--- src/rtl/mesh_router.sv ---
module mesh_router #(
  parameter int DW = 32,
  parameter int CW = 4
) (
  input  logic             clk,
  input  logic             rst_n,
  input  logic [CW-1:0]    my_x,
  input  logic [CW-1:0]    my_y,
  input  logic [3:0]       nbr_alive,
  input  logic [4:0]       in_valid,
  output logic [4:0]       in_ready,
  input  logic [5*DW-1:0]  in_data,
  output logic [4:0]       out_valid,
  input  logic [4:0]       out_ready,
  output logic [5*DW-1:0]  out_data
);
  localparam int NP = 5;
  localparam int SB = DW - 1 - 2*CW;
  localparam logic [2:0] PN = 3'd0, PE = 3'd1, PS = 3'd2, PW = 3'd3, PL = 3'd4;

  logic [DW-1:0]  slot [NP];
  logic [NP-1:0]  full, okgo, take, nstamp;
  logic [2:0]     dest [NP];
  logic [2:0]     rr   [NP];
  logic [2:0]     win  [NP];

  function automatic logic [3:0] pick(
    input logic [CW-1:0] dx, input logic [CW-1:0] dy,
    input logic [CW-1:0] mx, input logic [CW-1:0] my,
    input logic st, input logic [2:0] src, input logic [3:0] alive);
    logic [2:0] h, v, t;
    h = (dx > mx) ? PE : PW;
    v = (dy > my) ? PN : PS;
    t = {1'b0, src[1:0] ^ 2'b10};
    if (dx == mx && dy == my) return {PL, 1'b0};
    if (st && src != PL) begin
      if (!t[0]) begin
        if (dx != mx) return alive[h[1:0]] ? {h, 1'b0} : {t, 1'b1};
      end else if (dy != my) begin
        return alive[v[1:0]] ? {v, 1'b0} : {t, 1'b1};
      end
    end
    if (dx != mx) return alive[h[1:0]] ? {h, 1'b0} : {((dy >= my) ? PN : PS), 1'b1};
    if (alive[v[1:0]]) return {v, 1'b0};
    return {(alive[1] ? PE : PW), 1'b1};
  endfunction

  assign in_ready = ~full;

  for (genvar gi = 0; gi < NP; gi++) begin : g_in
    assign {dest[gi], nstamp[gi]} = pick(slot[gi][DW-1 -: CW], slot[gi][DW-1-CW -: CW],
                                         my_x, my_y, slot[gi][SB], 3'(gi), nbr_alive);
    assign okgo[gi] = full[gi] && (dest[gi] == PL || nbr_alive[dest[gi][1:0]]);
    assign take[gi] = okgo[gi] && out_valid[dest[gi]] && out_ready[dest[gi]]
                      && (win[dest[gi]] == 3'(gi));
  end

  for (genvar go = 0; go < NP; go++) begin : g_out
    logic       hit;
    logic [2:0] w;
    always_comb begin
      hit = 1'b0;
      w   = rr[go];
      for (int k = 0; k < NP; k++) begin
        int idx;
        idx = int'(rr[go]) + k;
        if (idx >= NP) idx -= NP;
        if (!hit && okgo[idx] && dest[idx] == 3'(go)) begin
          hit = 1'b1;
          w   = 3'(idx);
        end
      end
    end
    assign win[go]       = w;
    assign out_valid[go] = hit;
    assign out_data[go*DW +: DW] = {slot[w][DW-1:SB+1], nstamp[w], slot[w][SB-1:0]};
  end

  always_ff @(posedge clk) begin
    if (!rst_n) begin
      full <= '0;
      for (int i = 0; i < NP; i++) rr[i] <= '0;
    end else begin
      for (int i = 0; i < NP; i++) begin
        if (take[i]) full[i] <= 1'b0;
        if (in_valid[i] && in_ready[i]) full[i] <= 1'b1;
        if (out_valid[i] && out_ready[i]) rr[i] <= (win[i] == 3'd4) ? 3'd0 : win[i] + 3'd1;
      end
    end
  end

  always_ff @(posedge clk) begin
    for (int i = 0; i < NP; i++)
      if (in_valid[i] && in_ready[i]) slot[i] <= in_data[i*DW +: DW];
  end
endmodule

--- config.mk ---
export PLATFORM = sky130hd
export DESIGN_NAME = mesh_router
export DESIGN_NICKNAME = d
export VERILOG_FILES = /design/src/rtl/mesh_router.sv
export SDC_FILE = /design/constraint.sdc
export NUM_CORES = 1
export LEC_CHECK = 0
export BUFFER_PORTS_ARGS = -buffer_cell sky130_fd_sc_hd__buf_2
export CAP_MARGIN = 20
export CORE_MARGIN = 2
export CORE_UTILIZATION = 35
export CTS_CLUSTER_DIAMETER = 40
export CTS_CLUSTER_SIZE = 40
export DETAILED_ROUTE_END_ITERATION = 7
export GPL_TIMING_DRIVEN = 0
export PLACE_DENSITY_LB_ADDON = 0.1
export SKIP_LAST_GASP = 1
export SLEW_MARGIN = 25
export SYNTH_ARGS = -nofsm -noshare
export SYNTH_HDL_FRONTEND = slang
export SYNTH_SLANG_ARGS = --single-unit
--- constraint.sdc ---
create_clock -name clk -period 4.9 [get_ports clk]
set_input_delay 0.245 -clock clk [delete_from_list [all_inputs] [get_ports clk]]
set_output_delay 0.245 -clock clk [all_outputs]
set_load 0.005 [all_outputs]
==> flow_metrics.py <==
metrics = {
    "placement": {
        "gp_congestion": 1.02,
        "io_buffers": 351,
        "dpl_cell_area_mm2": 0.0254,
        "dp_hpwl_mm": 94.2,
    },
    "yosys": {
        "yosys-mux-area-fraction_pct": 19.4,
        "synth_top_family_by_area": "compound AO/OA/AOI/OAI gates",
        "synth_nets": 2884,
        "yosys.area_share.simple_pct": 16.9,
        "avgSynthCellArea_um2": 8.58,
        "synth_fa_ha_area_share_pct": 6.37,
        "synth_warnings": 0,
        "synth_flop_cell": "edfxtp_1",
        "synth_top_area_share_pct": 23.5,
        "async_reset_ff_share_pct": 0,
        "ys_top_cells_by_area": "edfxtp_1 24%, mux2i_1 14%, ha_1 6.4%",
        "synth_xor_area_share_pct": 1.74,
        "synth-compound-area-share_pct": 26.3,
        "syn-cell-area_mm2": 0.0222,
        "netlist_instances": 2587,
        "yosysSeqAreaShare_pct": 24.0,
        "synth.distinct_cells": 115,
        "ys_seq_elements": 179,
        "yosysTopAreaCell": "edfxtp_1",
        "synth_edf_count": 174,
    },
    "drt": {
        "wl_met3_mm": 12.8,
        "wirelength_mm": 133,
        "num_vias": 27900,
        "ant_nets": 0,
        "first_pass_iters": 6,
        "wl_per_cell_um": 30.9,
        "highest_layer": "met5",
        "drc": 0,
        "dr_wl_met2_mm": 60.3,
        "wl_met1_mm": 50.7,
        "dr.first_iter.drc_count": 2997,
        "vias_per_cell": 6.47,
    },
    "sta": {
        "fmax_mhz": 163,
        "maxSlewViolCount": 0,
        "slew_headroom_pct": 24.1,
        "period_share_pct": 125,
        "setup_viol": 187,
        "hold_violations": 0,
        "setup-tns-final_ns": -179.30,
        "worst_pin_slew_ns": 1.14,
        "grt_setup_unrepaired": "true",
        "fin_crit_ns": 6.14,
        "finClkSkew_ns": 0.0163,
        "holdWs_ns": 0.222,
        "worst_slack_ns": -1.24,
    },
    "cells_and_area": {
        "final_area_mm2": 0.0351,
        "area_growth_pct": 58.1,
        "layout-drive-gt1-share_pct": 42.2,
        "nets": 3748,
    },
    "global_routing": {
        "antenna_found_initial": 4,
        "grt_pass1_wl_mm": 185,
        "grt_max_degree": 21,
        "grtUsageTotal_pct": 38.1,
        "grt_pass1_vias": 26500,
        "overflow": 0,
    },
    "clock_tree": {
        "cts-buffers-inserted": 17,
        "ctsHtreeMaxLevel": 4,
        "clk_latency_ns": 0.50,
        "cts_root_buf": "clkbuf_16",
        "clockBufferDepth": 2,
        "cts_tree": "built",
        "path_clk_slew_ns": 0.09,
        "clock_sinks": 179,
    },
    "floorplanning": {
        "ios": 354,
        "die_x_um": 256,
        "die_area_mm2": 0.0655,
        "die_h_um": 256,
        "start_util_pct": 35.3,
        "coreArea_mm2": 0.0629,
        "rows": 92,
    },
    "run_status": {
        "status": "complete, but fails checks",
        "violations": "setup timing",
    },
    "worst_setup_path": {
        "worstPathArrival_ns": 5.89,
        "cp-start-kind": "flip-flop",
        "worstSetupPathType": "reg -> out",
        "cp.required_ns": 4.66,
        "worstPathMaxFanout": 8,
        "crit_path_end_kind": "output pin",
    },
    "hold_path": {
        "hold_class": "in -> reg",
    },
    "flow_run": {
        "cap_violations": 0,
    },
}
## synth_stat cells, drive strengths merged, types with 16 or more instances
cell type and n:
a211oi 40, inv 77, o21ai 159, clkbuf 95
or2 16, nor4 32, o221ai 41, nand3 44
nor3 70, nand2b 19, ha 113, nor2b 25
or4 16, mux2i 311, a21o 59, xnor2 32
a31oi 39, a211o 20, a22oi 45, and2 24
o31ai 44, edfxtp 174, and3 17, mux2 93
buf 81, nor2 151, nand4 33, nand2 260
o211ai 39, o22ai 50, a21oi 126
## repair_timing
item	in CTS	in global routing
hold endpoints to repair	159	0
buffers inserted	214	101
hold buffers	159	0
gates cloned	14	11
endpoints found under the setup margin	200	197
pin swaps	133	138
resized for setup	697	388
## logic make-up (layout without fill, tap and decap cells)
kind of cell	Yosys count	count (layout)
AO/OA/AOI/OAI	822	825
XOR/XNOR	44	44
adder cells (fa/ha/maj)	113	113
buffers and inverters	257	1131
flip-flops	179	179
multiplexers	410	410
other	0	3
AND/OR/NAND/NOR	762	762
## through the flow
step	util (%)	std cells	worst slack [ns]
floorplan	-	2587	-0.0937
CTS	51.7	4208	-1.24
finish	55.9	4313	-1.24
detailed placement	40.3	3793	-2.58
global placement	39.9	3784	-2.81
global route	55.9	4313	-1.37
## area by class of cell
| type | instances | area, um2 |
|---|---|---|
| Tap cell | 846 | 1060 |
| Clock buffer | 17 | 425 |
| Antenna cell | 3 | 7.51 |
| Clock inverter | 15 | 179 |
| Multi-Input combinational cell | 2154 | 19200 |
| Sequential cell | 179 | 5330 |
| Inverter | 81 | 352 |
| Buffer | 168 | 1740 |
| Fill cell | 5591 | 27700 |
| Timing Repair Buffer | 850 | 6860 |
## worst max-delay path: stages, from the launching register on
cell and delay [ns]:
edfxtp_1 0.44, inv_1 0.18, ha_1 0.28, nand4_1 0.12, buf_4 0.23, o21ai_2 0.10
nor4_4 0.29, buf_4 0.18, a211oi_4 0.04, buf_4 0.16, mux2_4 0.34, a22oi_4 0.23
buf_12 0.17, buf_6 0.11, o221ai_4 0.12, o31ai_4 0.15, nand2_2 0.14, or4b_4 0.60
o21ai_2 0.18, a31o_4 0.21, buf_12 0.21, buf_12 0.16, mux2i_1 0.25, o22ai_2 0.13
a21o_1 0.17, buf_4 0.16
## path summary, 6_finish.rpt
kind                         start                     end  slack [ns]  cells after the start
min                    in_valid[3]    slot[3][6]$_DFFE_PP_        0.22                      2
min reg2reg   full[4]$_SDFFE_PN0P_    slot[4][2]$_DFFE_PP_        0.99                      1
max reg2reg  slot[3][24]$_DFFE_PP_  rr[0][4]$_SDFFCE_PP0P_       -0.86                     23
max          slot[3][24]$_DFFE_PP_            out_data[62]       -1.24                     25
## layer usage
layer	global-route usage [%]	up-vias
li1	-	11800
met5	0	-
met1	46.9	13700
met4	22.3	2
met2	61.7	1874
met3	7.79	504
## layout by cell type, fill, tap and decap left out, drive strengths merged, types with 13 or more instances in the layout
| master | Yosys | layout |
|---|---|---|
| a221oi | 13 | 13 |
| a211o | 20 | 20 |
| o211a | 13 | 13 |
| o21a | 14 | 14 |
| a21oi | 126 | 126 |
| nor4 | 32 | 32 |
| or4 | 16 | 16 |
| a211oi | 40 | 40 |
| nor2b | 25 | 25 |
| mux2 | 93 | 93 |
| a21o | 59 | 60 |
| or2 | 16 | 16 |
| nor3 | 70 | 70 |
| nand4 | 33 | 33 |
| nand2b | 19 | 19 |
| nand2 | 260 | 260 |
| ha | 113 | 113 |
| nand3 | 44 | 44 |
| clkbuf | 95 | 100 |
| nor2 | 151 | 151 |
| o221ai | 41 | 41 |
| o21ai | 159 | 159 |
| xnor2 | 32 | 32 |
| or3 | 14 | 14 |
| mux2i | 311 | 311 |
| and2 | 24 | 24 |
| dlygate4sd3 | 0 | 159 |
| edfxtp | 174 | 174 |
| o22ai | 50 | 51 |
| o31ai | 44 | 44 |
| a31oi | 39 | 39 |
| buf | 81 | 776 |
| o211ai | 39 | 40 |
| and3 | 17 | 17 |
| a22oi | 45 | 45 |
| inv | 77 | 84 |
## registers in the layout, summed over array words and instances, names as in the netlist
register and cells:
full 5, rr 15, slot 159
Power is left out: the tool's default activity adds up to more than one toggle a clock period on the data nets, which glitch-free logic cannot reach.
